File: config.mk
export PLATFORM = sky130hd
export DESIGN_NAME = spi_dbuf_ctrl
export DESIGN_NICKNAME = d
export VERILOG_FILES = /design/src/rtl/spi_dbuf_pkg.sv /design/src/rtl/spi_fifo.sv /design/src/rtl/spi_shift_engine.sv /design/src/rtl/spi_dbuf_ctrl.sv
export SDC_FILE = /design/constraint.sdc
export NUM_CORES = 1
export LEC_CHECK = 0
export BUFFER_PORTS_ARGS = -buffer_cell sky130_fd_sc_hd__buf_2
export CAP_MARGIN = 20
export CORE_MARGIN = 3
export CORE_UTILIZATION = 40
export CTS_BUF_LIST = sky130_fd_sc_hd__clkbuf_8 sky130_fd_sc_hd__clkbuf_16
export CTS_CLUSTER_DIAMETER = 40
export DETAILED_ROUTE_END_ITERATION = 16
export PLACE_DENSITY_LB_ADDON = 0.15
export RECOVER_POWER = 50
export SLEW_MARGIN = 25
export SYNTH_ARGS = -nofsm -noshare
export SYNTH_HDL_FRONTEND = slang
export SYNTH_SLANG_ARGS = --single-unit
File: constraint.sdc
create_clock -name clk -period 4.4 [get_ports clk]
set_clock_uncertainty 0.15 [all_clocks]
set_input_delay 1.1 -clock clk [delete_from_list [all_inputs] [get_ports clk]]
set_output_delay 1.1 -clock clk [all_outputs]
set_load 0.1 [all_outputs]
File: src/rtl/spi_dbuf_pkg.sv
package spi_dbuf_pkg;

    localparam int BYTE_W = 8;
    localparam int ADDR_W = 3;
    localparam int HALF_W = $clog2(2 * BYTE_W);
    localparam int BIT_W  = $clog2(BYTE_W);

    localparam logic [ADDR_W-1:0] ADDR_TXDATA = 3'd0;
    localparam logic [ADDR_W-1:0] ADDR_RXDATA = 3'd1;
    localparam logic [ADDR_W-1:0] ADDR_CTRL   = 3'd2;
    localparam logic [ADDR_W-1:0] ADDR_CLKDIV = 3'd3;
    localparam logic [ADDR_W-1:0] ADDR_STATUS = 3'd4;

    typedef struct packed {
        logic sel_ss;
        logic auto_ss;
        logic irq_on_tx;
        logic cpha;
        logic cpol;
        logic master;
        logic enable;
    } ctrl_t;

    typedef struct packed {
        logic rx_full;
        logic rx_empty;
        logic tx_full;
        logic tx_empty;
        logic busy;
        logic rx_udf;
        logic rx_ovf;
        logic tx_ovf;
    } status_t;

    // Half-period index being entered: odd values follow a leading edge.
    function automatic logic samp_at(input logic cpha, input logic [HALF_W:0] nxt);
        return cpha ? ~nxt[0] : nxt[0];
    endfunction

    function automatic logic shift_at(input logic cpha, input logic [HALF_W:0] nxt);
        if (cpha)
            return nxt[0] && (nxt > (HALF_W+1)'(1));
        return !nxt[0] && (nxt < (HALF_W+1)'(2 * BYTE_W));
    endfunction

endpackage

File: src/rtl/spi_fifo.sv
module spi_fifo #(
    parameter int W     = 8,
    parameter int DEPTH = 4
) (
    input  logic         clk,
    input  logic         rst,
    input  logic         push,
    input  logic [W-1:0] wdata,
    input  logic         pop,
    output logic [W-1:0] rdata,
    output logic         full,
    output logic         empty
);
    localparam int PTR_W = (DEPTH > 1) ? $clog2(DEPTH) : 1;
    localparam int CNT_W = $clog2(DEPTH + 1);

    logic [W-1:0]     mem [DEPTH];
    logic [PTR_W-1:0] wr_ptr, rd_ptr;
    logic [CNT_W-1:0] count;
    logic             do_push, do_pop;

    assign full    = (count == CNT_W'(DEPTH));
    assign empty   = (count == '0);
    assign do_push = push && !full;
    assign do_pop  = pop && !empty;
    assign rdata   = mem[rd_ptr];

    always_ff @(posedge clk) begin
        if (do_push)
            mem[wr_ptr] <= wdata;
    end

    always_ff @(posedge clk) begin
        if (rst) begin
            wr_ptr <= '0;
            rd_ptr <= '0;
            count  <= '0;
        end else begin
            if (do_push)
                wr_ptr <= (wr_ptr == PTR_W'(DEPTH - 1)) ? '0 : wr_ptr + 1'b1;
            if (do_pop)
                rd_ptr <= (rd_ptr == PTR_W'(DEPTH - 1)) ? '0 : rd_ptr + 1'b1;
            if (do_push && !do_pop)
                count <= count + 1'b1;
            else if (do_pop && !do_push)
                count <= count - 1'b1;
        end
    end

    assert_no_overflow_R3: assert property (@(posedge clk) disable iff (rst)
        count <= CNT_W'(DEPTH));

    assert_pop_drains_R3: assert property (@(posedge clk) disable iff (rst)
        (pop && !push && !empty) |=> (count == CNT_W'($past(count) - 1'b1)));

endmodule

File: src/rtl/spi_shift_engine.sv
module spi_shift_engine
    import spi_dbuf_pkg::*;
#(
    parameter int DIV_W = 3
) (
    input  logic              clk,
    input  logic              rst,
    input  ctrl_t             ctrl,
    input  logic [DIV_W-1:0]  div_exp,
    input  logic              tx_avail,
    input  logic [BYTE_W-1:0] tx_byte,
    output logic              tx_pop,
    output logic              rx_push,
    output logic [BYTE_W-1:0] rx_byte,
    output logic              busy,
    output logic              sclk_o,
    output logic              mosi_o,
    output logic              ss_n_o,
    output logic              miso_o,
    input  logic              miso_i,
    input  logic              sclk_i,
    input  logic              mosi_i,
    input  logic              ss_n_i
);
    localparam int CNT_W = 1 << DIV_W;
    localparam logic [HALF_W-1:0] LAST_HALF = HALF_W'(2 * BYTE_W - 1);

    logic m_act, s_act;
    assign m_act = ctrl.enable && ctrl.master;
    assign s_act = ctrl.enable && !ctrl.master;

    // ---------------- master side ----------------
    logic              m_busy;
    logic [HALF_W-1:0] half;
    logic [CNT_W-1:0]  cnt, limit;
    logic [BYTE_W-1:0] tsh, rsh;
    logic [HALF_W:0]   nxt;
    logic              tick, last, m_start;

    assign limit   = (CNT_W'(1) << div_exp) - CNT_W'(1);
    assign tick    = m_busy && (cnt == limit);
    assign nxt     = {1'b0, half} + 1'b1;
    assign last    = tick && (half == LAST_HALF);
    assign m_start = m_act && !m_busy && tx_avail;

    always_ff @(posedge clk) begin
        if (rst || !m_act) begin
            m_busy <= 1'b0;
            half   <= '0;
            cnt    <= '0;
            tsh    <= '0;
            rsh    <= '0;
        end else if (m_start) begin
            m_busy <= 1'b1;
            half   <= '0;
            cnt    <= '0;
            tsh    <= tx_byte;
        end else if (tick) begin
            cnt <= '0;
            if (samp_at(ctrl.cpha, nxt))
                rsh <= {rsh[BYTE_W-2:0], miso_i};
            if (last) begin
                half <= '0;
                if (tx_avail) tsh <= tx_byte;
                else          m_busy <= 1'b0;
            end else begin
                half <= nxt[HALF_W-1:0];
                if (shift_at(ctrl.cpha, nxt))
                    tsh <= tsh << 1;
            end
        end else if (m_busy) begin
            cnt <= cnt + 1'b1;
        end
    end

    // ---------------- slave side ----------------
    logic [2:0]       sck_q;
    logic [1:0]       sdi_q, ssn_q;
    logic [BIT_W-1:0] s_cnt;
    logic             s_loaded;
    logic [BYTE_W-1:0] ssh, srx;
    logic             s_edge, s_lead, s_trail, s_sel;
    logic             s_samp, s_shift, s_load, s_last;

    always_ff @(posedge clk) begin
        if (rst) begin
            sck_q <= '0;
            sdi_q <= '0;
            ssn_q <= '1;
        end else begin
            sck_q <= {sck_q[1:0], sclk_i};
            sdi_q <= {sdi_q[0], mosi_i};
            ssn_q <= {ssn_q[0], ss_n_i};
        end
    end

    assign s_edge  = sck_q[2] ^ sck_q[1];
    assign s_lead  = s_edge && (sck_q[1] != ctrl.cpol);
    assign s_trail = s_edge && (sck_q[1] == ctrl.cpol);
    assign s_sel   = !ctrl.sel_ss || !ssn_q[1];
    assign s_samp  = s_act && s_sel && (ctrl.cpha ? s_trail : s_lead);
    assign s_shift = s_act && s_sel && (ctrl.cpha ? s_lead : s_trail) && (s_cnt != '0);
    assign s_load  = s_act && !s_loaded && tx_avail && (s_cnt == '0) && !s_samp;
    assign s_last  = s_samp && (s_cnt == BIT_W'(BYTE_W - 1));

    always_ff @(posedge clk) begin
        if (rst || !s_act) begin
            s_cnt    <= '0;
            s_loaded <= 1'b0;
            ssh      <= '0;
            srx      <= '0;
        end else begin
            if (!s_sel)
                s_cnt <= '0;
            else if (s_samp) begin
                srx   <= {srx[BYTE_W-2:0], sdi_q[1]};
                s_cnt <= s_cnt + 1'b1;
            end
            if (s_load) begin
                ssh      <= tx_byte;
                s_loaded <= 1'b1;
            end else if (s_last) begin
                ssh      <= '0;
                s_loaded <= 1'b0;
            end else if (s_shift)
                ssh <= ssh << 1;
        end
    end

    // ---------------- outputs ----------------
    assign tx_pop  = m_start || (last && tx_avail) || s_load;
    assign rx_push = last || s_last;
    assign rx_byte = ctrl.master ? (ctrl.cpha ? {rsh[BYTE_W-2:0], miso_i} : rsh)
                                 : {srx[BYTE_W-2:0], sdi_q[1]};
    assign busy    = m_busy || (s_cnt != '0);
    assign sclk_o  = m_busy ? (ctrl.cpol ^ half[0]) : ctrl.cpol;
    assign mosi_o  = tsh[BYTE_W-1];
    assign ss_n_o  = !m_act || (ctrl.auto_ss ? !m_busy : ctrl.sel_ss);
    assign miso_o  = ssh[BYTE_W-1];

    logic unused_ctrl;
    assign unused_ctrl = ctrl.irq_on_tx;

    assert_half_step_R7: assert property (@(posedge clk) disable iff (rst)
        (m_act && tick && !last) |=> (m_busy && half == HALF_W'($past(half) + 1'b1)));

    assert_sclk_hold_R7: assert property (@(posedge clk) disable iff (rst)
        (m_act && m_busy && !tick) |=> ($stable(sclk_o) || !m_act || !$stable(ctrl)));

    assert_slave_gate_R12: assert property (@(posedge clk) disable iff (rst)
        (s_act && !s_sel) |=> (s_cnt == '0));

    assert_auto_ss_R4: assert property (@(posedge clk) disable iff (rst)
        (m_act && ctrl.auto_ss && last && tx_avail) |=> (!ss_n_o || !m_act || !$stable(ctrl)));

endmodule

File: src/rtl/spi_dbuf_ctrl.sv
module spi_dbuf_ctrl
    import spi_dbuf_pkg::*;
#(
    parameter int FIFO_DEPTH = 4,
    parameter int DIV_W      = 3
) (
    input  logic              clk,
    input  logic              rst,
    input  logic              bus_wr,
    input  logic              bus_rd,
    input  logic [ADDR_W-1:0] bus_addr,
    input  logic [BYTE_W-1:0] bus_wdata,
    output logic [BYTE_W-1:0] bus_rdata,
    output logic              irq,
    output logic              sclk_o,
    input  logic              sclk_i,
    output logic              mosi_o,
    input  logic              mosi_i,
    output logic              miso_o,
    input  logic              miso_i,
    output logic              ss_n_o,
    input  logic              ss_n_i
);
    ctrl_t             ctrl_q;
    logic [DIV_W-1:0]  div_q;
    logic              tx_ovf_q, rx_ovf_q, rx_udf_q;
    logic [BYTE_W-1:0] last_rx_q;
    logic [2:0]        clr;

    logic              tx_full, tx_empty, tx_pop, tx_wr;
    logic [BYTE_W-1:0] tx_head;
    logic              rx_full, rx_empty, rx_push, rx_rd;
    logic [BYTE_W-1:0] rx_head, rx_byte;
    logic              busy;
    status_t           status;

    assign tx_wr = bus_wr && (bus_addr == ADDR_TXDATA);
    assign rx_rd = bus_rd && (bus_addr == ADDR_RXDATA);
    assign clr   = (bus_wr && bus_addr == ADDR_STATUS) ? bus_wdata[2:0] : 3'b000;

    spi_fifo #(.W(BYTE_W), .DEPTH(FIFO_DEPTH)) u_tx_fifo (
        .clk(clk), .rst(rst),
        .push(tx_wr), .wdata(bus_wdata),
        .pop(tx_pop), .rdata(tx_head),
        .full(tx_full), .empty(tx_empty)
    );

    spi_fifo #(.W(BYTE_W), .DEPTH(FIFO_DEPTH)) u_rx_fifo (
        .clk(clk), .rst(rst),
        .push(rx_push), .wdata(rx_byte),
        .pop(rx_rd), .rdata(rx_head),
        .full(rx_full), .empty(rx_empty)
    );

    spi_shift_engine #(.DIV_W(DIV_W)) u_engine (
        .clk(clk), .rst(rst),
        .ctrl(ctrl_q), .div_exp(div_q),
        .tx_avail(!tx_empty), .tx_byte(tx_head), .tx_pop(tx_pop),
        .rx_push(rx_push), .rx_byte(rx_byte), .busy(busy),
        .sclk_o(sclk_o), .mosi_o(mosi_o), .ss_n_o(ss_n_o), .miso_o(miso_o),
        .miso_i(miso_i), .sclk_i(sclk_i), .mosi_i(mosi_i), .ss_n_i(ss_n_i)
    );

    always_comb begin
        status          = '0;
        status.rx_full  = rx_full;
        status.rx_empty = rx_empty;
        status.tx_full  = tx_full;
        status.tx_empty = tx_empty;
        status.busy     = busy;
        status.rx_udf   = rx_udf_q;
        status.rx_ovf   = rx_ovf_q;
        status.tx_ovf   = tx_ovf_q;
    end

    always_ff @(posedge clk) begin
        if (rst) begin
            ctrl_q    <= '0;
            div_q     <= '0;
            tx_ovf_q  <= 1'b0;
            rx_ovf_q  <= 1'b0;
            rx_udf_q  <= 1'b0;
            last_rx_q <= '0;
            bus_rdata <= '0;
        end else begin
            if (bus_wr && bus_addr == ADDR_CTRL)
                ctrl_q <= ctrl_t'(bus_wdata[6:0]);
            if (bus_wr && bus_addr == ADDR_CLKDIV)
                div_q <= bus_wdata[DIV_W-1:0];
            tx_ovf_q <= (tx_ovf_q && !clr[0]) || (tx_wr && tx_full);
            rx_ovf_q <= (rx_ovf_q && !clr[1]) || (rx_push && rx_full);
            rx_udf_q <= (rx_udf_q && !clr[2]) || (rx_rd && rx_empty);
            if (bus_rd) begin
                case (bus_addr)
                    ADDR_RXDATA: begin
                        if (!rx_empty) begin
                            bus_rdata <= rx_head;
                            last_rx_q <= rx_head;
                        end else
                            bus_rdata <= last_rx_q;
                    end
                    ADDR_CTRL:   bus_rdata <= {1'b0, ctrl_q};
                    ADDR_CLKDIV: bus_rdata <= BYTE_W'(div_q);
                    ADDR_STATUS: bus_rdata <= status;
                    default:     bus_rdata <= '0;
                endcase
            end
        end
    end

    assign irq = ctrl_q.irq_on_tx ? tx_empty : rx_full;

    logic unused_wdata;
    assign unused_wdata = bus_wdata[7];

    assert_tx_ovf_sticky_R9: assert property (@(posedge clk) disable iff (rst)
        (tx_ovf_q && !clr[0]) |=> tx_ovf_q);

    assert_rx_ovf_sticky_R9: assert property (@(posedge clk) disable iff (rst)
        (rx_ovf_q && !clr[1]) |=> rx_ovf_q);

    assert_udf_keeps_data_R10: assert property (@(posedge clk) disable iff (rst)
        (rx_rd && rx_empty) |=> (bus_rdata == $past(last_rx_q) && rx_udf_q));

    assert_irq_source_R8: assert property (@(posedge clk) disable iff (rst)
        (ctrl_q.irq_on_tx && tx_wr && !tx_pop) |=> !irq);

endmodule

Word level (Yosys, flattened, before mapping)
Memories as Yosys holds them, arrays and structs flattened. A register that Yosys moved wholly into a read port is not among the register bits.
Index checks and enable logic that the tools add are counted.
- memories kept: 2
- RAM bits: 64
- input bits: 19
- flip-flop bits (word level): 98
- memory list (memory ; words ; bits a word ; rd ports ; clocked after Yosys merged registers in ; wr ports ; RTL line ; source):
    u_rx_fifo.mem ; 4 ; 8 ; 1 ; 1 ; 1 ; spi_fifo.sv:17 ; logic [W-1:0] mem [DEPTH];
    u_tx_fifo.mem ; 4 ; 8 ; 1 ; 1 ; 1 ; spi_fifo.sv:17 ;
- shifts and indexed selects: 1
- bitwise operators: 5
- magnitude comparators: 2
- mux-type cells: 53
- reduce and logical (&&, ||, !) cells: 91
- add/sub/neg operators: 12
- equal/unequal tests: 16
- operator list (kind ; count):
    2-to-1 mux 8 bit ; 11
    logical AND 1 bit ; 39
    case mux 8 bit (4 select lines) ; 1
    2-to-1 mux 1 bit ; 27
    logical NOT 1 bit ; 20
    2-to-1 mux 2 bit ; 8
    2-to-1 mux 3 bit ; 5
    == test 3 bit, second input constant ; 4
    logical NOT 3 bit ; 4
    nonzero test 2 bit ; 6
    logical OR 1 bit ; 11
    adder 3 x 1 -> 3 bit, second input constant ; 3
    AND reduction 3 bit ; 3
    nonzero test 3 bit ; 3
    adder 2 x 1 -> 2 bit, second input constant ; 4
    adder 8 x 1 -> 8 bit, second input constant ; 1
    == test 2 bit, second input constant ; 4
    == test 8 bit ; 1
    left shift 1 x 3 -> 8 bit, first input constant ; 1
    subtractor 8 x 2 -> 8 bit, second input constant ; 1
    == test 3 x 2 -> 1 bit, second input constant ; 2
    subtractor 3 x 1 -> 3 bit, second input constant ; 2
    adder 4 x 1 -> 5 bit, second input constant ; 1
    > comparator 5 x 1 -> 1 bit, second input constant ; 1
    12 further kinds ; 17

Logic depth before layout (Yosys ltp)
- depth after elaboration: 18
- mapped depth: 18
- depth with buffers taken out: 15

Cells and area by module
Synthesis repeated with hierarchy kept, for this count alone.
- cells, all modules: 656
- area, all modules: 7537.2 µm²
- by module, submodules not included (module ; cells an instance ; area each (µm²) ; sequential area each (µm²) ; times used):
    spi_fifo ; 92 ; 1645.3 ; 1141.1 ; 2
    spi_shift_engine ; 324 ; 2880.3 ; 1101.1 ; 1
    spi_dbuf_ctrl ; 148 ; 1366.3 ; 580.6 ; 1

Least setup slack after synthesis
OpenSTA, ideal clock, no wires.
- path type: reg2reg
- start point: reg div_q[2]
- end point: reg u_rx_fifo.count[2]
- setup slack: 0.548 ns
- arrival: 3.631 ns
- buffers on the path: 3
- stages on the path, launching flop included: 18
- path through: dfxtp_1 buf_2 nor2_1 nand2_1 ha_1 buf_2 or3b_1 a211oi_2 o21ai_2 a211o_2 buf_2 a21oi_4 ha_1 inv_1 fa_1 xor2_1 or3_1 a21oi_1
- longest elaborated chain between the ends: 10
- elaborated cells between the ends (all ways): 12
- ends and longest elaborated chain (element ; RTL line ; source):
    from (decl) ; spi_dbuf_ctrl.sv:25 ; logic [DIV_W-1:0] div_q;
    from (signal assigned) ; spi_dbuf_ctrl.sv:89 ; div_q <= bus_wdata[DIV_W-1:0];
    left shift 1 x 3 -> 8 bit (*) ; spi_shift_engine.sv:40 ; assign limit = (CNT_W'(1) << div_exp) - CNT_W'(1);
    subtractor 8 x 2 -> 8 bit (*) ; spi_shift_engine.sv:40 ;
    == test 8 bit (*) ; spi_shift_engine.sv:41 ; assign tick = m_busy && (cnt == limit);
    logical AND 1 bit (*) ; spi_shift_engine.sv:41 ;
    logical AND 1 bit (*) ; spi_shift_engine.sv:43 ; assign last = tick && (half == LAST_HALF);
    logical OR 1 bit (*) ; spi_shift_engine.sv:132 ; assign rx_push = last || s_last;
    logical AND 1 bit (*) ; spi_fifo.sv:24 ; assign do_push = push && !full;
    net u_rx_fifo.do_push ; spi_fifo.sv:20 ; logic do_push, do_pop;
    logical NOT 1 bit ; spi_fifo.sv:45 ; else if (do_pop && !do_push)
    logical AND 1 bit ; spi_fifo.sv:45 ;
    nonzero test 2 bit (no source line) ; -- ;
    to (signal assigned) ; spi_fifo.sv:44 ; count <= count + 1'b1;
    to (signal assigned) ; spi_fifo.sv:46 ; count <= count - 1'b1;
    to (decl) ; spi_fifo.sv:19 ; logic [CNT_W-1:0] count;
The timed path passes the listed nets; every way through them passes the cells marked *.
A chain may end at the register's enable or synchronous reset.

Worst setup path after layout
- start point: reg div_q[1]
- end point: reg u_rx_fifo.count[2]
Same word-level chain as after synthesis.

==> run metrics <==
CP max-delay cell a211o_2; Synth Register Bits 166; Layout Cells excl Fill 935; Setup Buffers After CTS 0; Starting Density 41.32%; Post-Synthesis Cells 673; Crit Path Max Fanout 10; setup tns final 0 ns; # hold bufs at CTS 0; Pre-antenna DRT Iters 4; PnR worst setup slack 0.2645 ns; CTS buffer count 17; Core Rows 49; # IOs 32; commonest non-fill, non-tap cells in the layout dfxtp_1, nor2_1, edfxtp_1; Synth Cell Area 7523 µm²; DR vias 5,029; Async S/R FF share, synth 0%; Critical Path RT 4.60 ns; CTS Buffer Depth 2; Setup crit start kind flop; CTS H-tree depth 4; Synthesized Nets 713; most common cell after layout, fill and taps aside dfxtp_1; Slew Limit Fails 0; final hold viol count 0; crit path capture type flop; Final Net Count 733; post-synth cell types 61; WL/cell 17.21 µm; final core occ 46.36%; drt drc 0; Critical Path Most Common Cell ha_1; f_max 241.8 MHz; placed insts 903; drt via density 5.379; minimum clock period 4.135 ns; max_slew headroom 21.52%; initial antenna violation count 0; Port Buffers 31; Yosys Warn Count 0; clk slew on worst S/H paths 0.06 ns; Pwr Total 3.235 mW; critical path type flop to flop; DP Worst Slack 0.2015 ns; Chip Height 143.1 µm; CTS tree built; Power Density 383.2 nW/µm²; GR Overflow Total 0; initial drt markers 277; number of synthesized flops with an enable pin 64; Worst VDD drop 0.2710 mV; Detail Placement HPWL 11,680 µm; core area 18,210 µm²; ys flop type dfxtp_1; Hold Path Class flop to flop; status finished, final reports clean; CTS Sinks 166; Max-Cap Viols 0; first-pass GRT wire length 26,370 µm; gr usage total 16.53%; worst path cell trace nor2_1, nand2_1, ha_1, or3b_1, a211oi_2, o21ai_2, a211o_2, a21oi_4, ha_1, inv_1, fa_1, xor2_1, or3_1, a21oi_1; Die Wd 143.1 µm; die area 20,490 µm²; Mean Syn Cell Area 11.18 µm²; Routed Antenna Nets 0; RSZ-0062 raised after global routing no; leakage power 2.863 nW; vias in the first global route 5,034; worst skew pair latency 0.42 ns; slowest stage delay, CP 0.48 ns; Final setup viols 0; largest net degree at the start of global routing 44; register area share after synthesis 52.69%; Root Driver clkbuf_16; period utilisation layout 93.99%; fraction of layout cells with a size suffix above 1 13.17%; routability cong. 0.8454; Worst Tran Pin Value 1.182 ns; DRT Wirelength 16,100 µm; P&R area growth vs syn 12.21%; Critical Path AT 4.34 ns; ant diodes 0
[cells by family after synthesis]
| logic type | share of synthesized area, % |
|---|---|
| compound gates | 10.18 |
| fa+ha+maj | 3.692 |
| mux | 12.46 |
| flops | 52.69 |
| simple gates | 15.22 |
| xor+xnor | 2.445 |
| buf+inv | 3.326 |
[path summary, 6_finish.rpt]
path,startpoint,end,slack (ns),cells after the start
min reg2reg,u_engine.ssn_q[0],u_engine.ssn_q[1],0.26,1
max,div_q[1],u_rx_fifo.count[2],0.26,14
max reg2reg,div_q[1],u_rx_fifo.count[2],0.26,14
min,u_engine.ssn_q[0],u_engine.ssn_q[1],0.26,1
[synth_stat cells, types with 8 or more instances]
cell | n | area (µm²)
a211oi_1 | 11 | 82.58
a21oi_1 | 29 | 145.1
a22oi_1 | 9 | 67.56
and2_1 | 11 | 68.82
clkbuf_1 | 32 | 120.1
dfxtp_1 | 102 | 2042
edfxtp_1 | 64 | 1922
ha_1 | 19 | 237.7
inv_1 | 15 | 56.30
mux2i_1 | 52 | 520.5
mux4_2 | 16 | 360.4
nand2_1 | 29 | 108.9
nand2b_1 | 11 | 68.82
nand3_1 | 12 | 60.06
nor2_1 | 80 | 300.3
nor2b_1 | 23 | 143.9
nor3_1 | 25 | 125.1
o21ai_0 | 24 | 120.1
xnor2_1 | 8 | 70.07
xor2_1 | 13 | 113.9
[registers in the layout, summed over array words and instances, names as in the netlist, 3 cells and up, named ones only]
name	cells
u_rx_fifo.mem	32
u_tx_fifo.mem	32
bus_rdata	8
last_rx_q	8
u_engine.cnt	8
u_engine.rsh	8
u_engine.ssh	8
u_engine.tsh	8
ctrl_q	7
u_engine.srx	7
u_engine.half	4
div_q	3
u_engine.s_cnt	3
u_engine.sck_q	3
u_rx_fifo.count	3
u_tx_fifo.count	3
[layout make-up]
| class | count | area [µm²] |
|---|---|---|
| sequential | 166 | 3965 |
| multi-input combinational | 449 | 3322 |
| timing repair buffer | 44 | 215.2 |
| clock inverter | 13 | 143.9 |
| tap | 229 | 286.5 |
| clock buffer | 19 | 452.9 |
| inverter | 15 | 56.30 |
| fill | 1665 | 9767 |
[stage by stage]
stage	hold slack, ns	cell area, µm²
3_3_place_gp	0.2475	7874
3_5_place_dp	0.2556	7874
2_1_floorplan	0.2395	7523
5_1_grt	0.2911	8442
4_1_cts	0.2686	8471
6_report	0.2611	8442
[power breakdown]
part           total (mW)  switching [mW]  internal [mW]
Clock                1.50           0.623          0.874
Combinational       0.125          0.0870         0.0382
Sequential           1.61         0.00901           1.60
[worst max-delay path, delay by kind of cell, from the launching register on]
kind	cells	cell delay, ns
compound gates	5	1.31
simple gates	4	1.03
fa+ha+maj	3	0.92
flops	1	0.40
xor+xnor	1	0.18
buf+inv	1	0.06
[metal layers]
layer  vias to the layer above  track usage, %  wire (µm)
met2                        67           27.50       7932
li1                       2462               -          -
met4                         0           4.152        177
met1                      2486           21.80       7491
met5                         -               0          0
met3                        14           3.985        494
[repair_timing]
item	CTS	global route
resized for setup	0	2
endpoints found under the setup margin	0	1
endpoints found under the hold margin	0	0
Note: power is estimated with default switching activity, not from simulation.
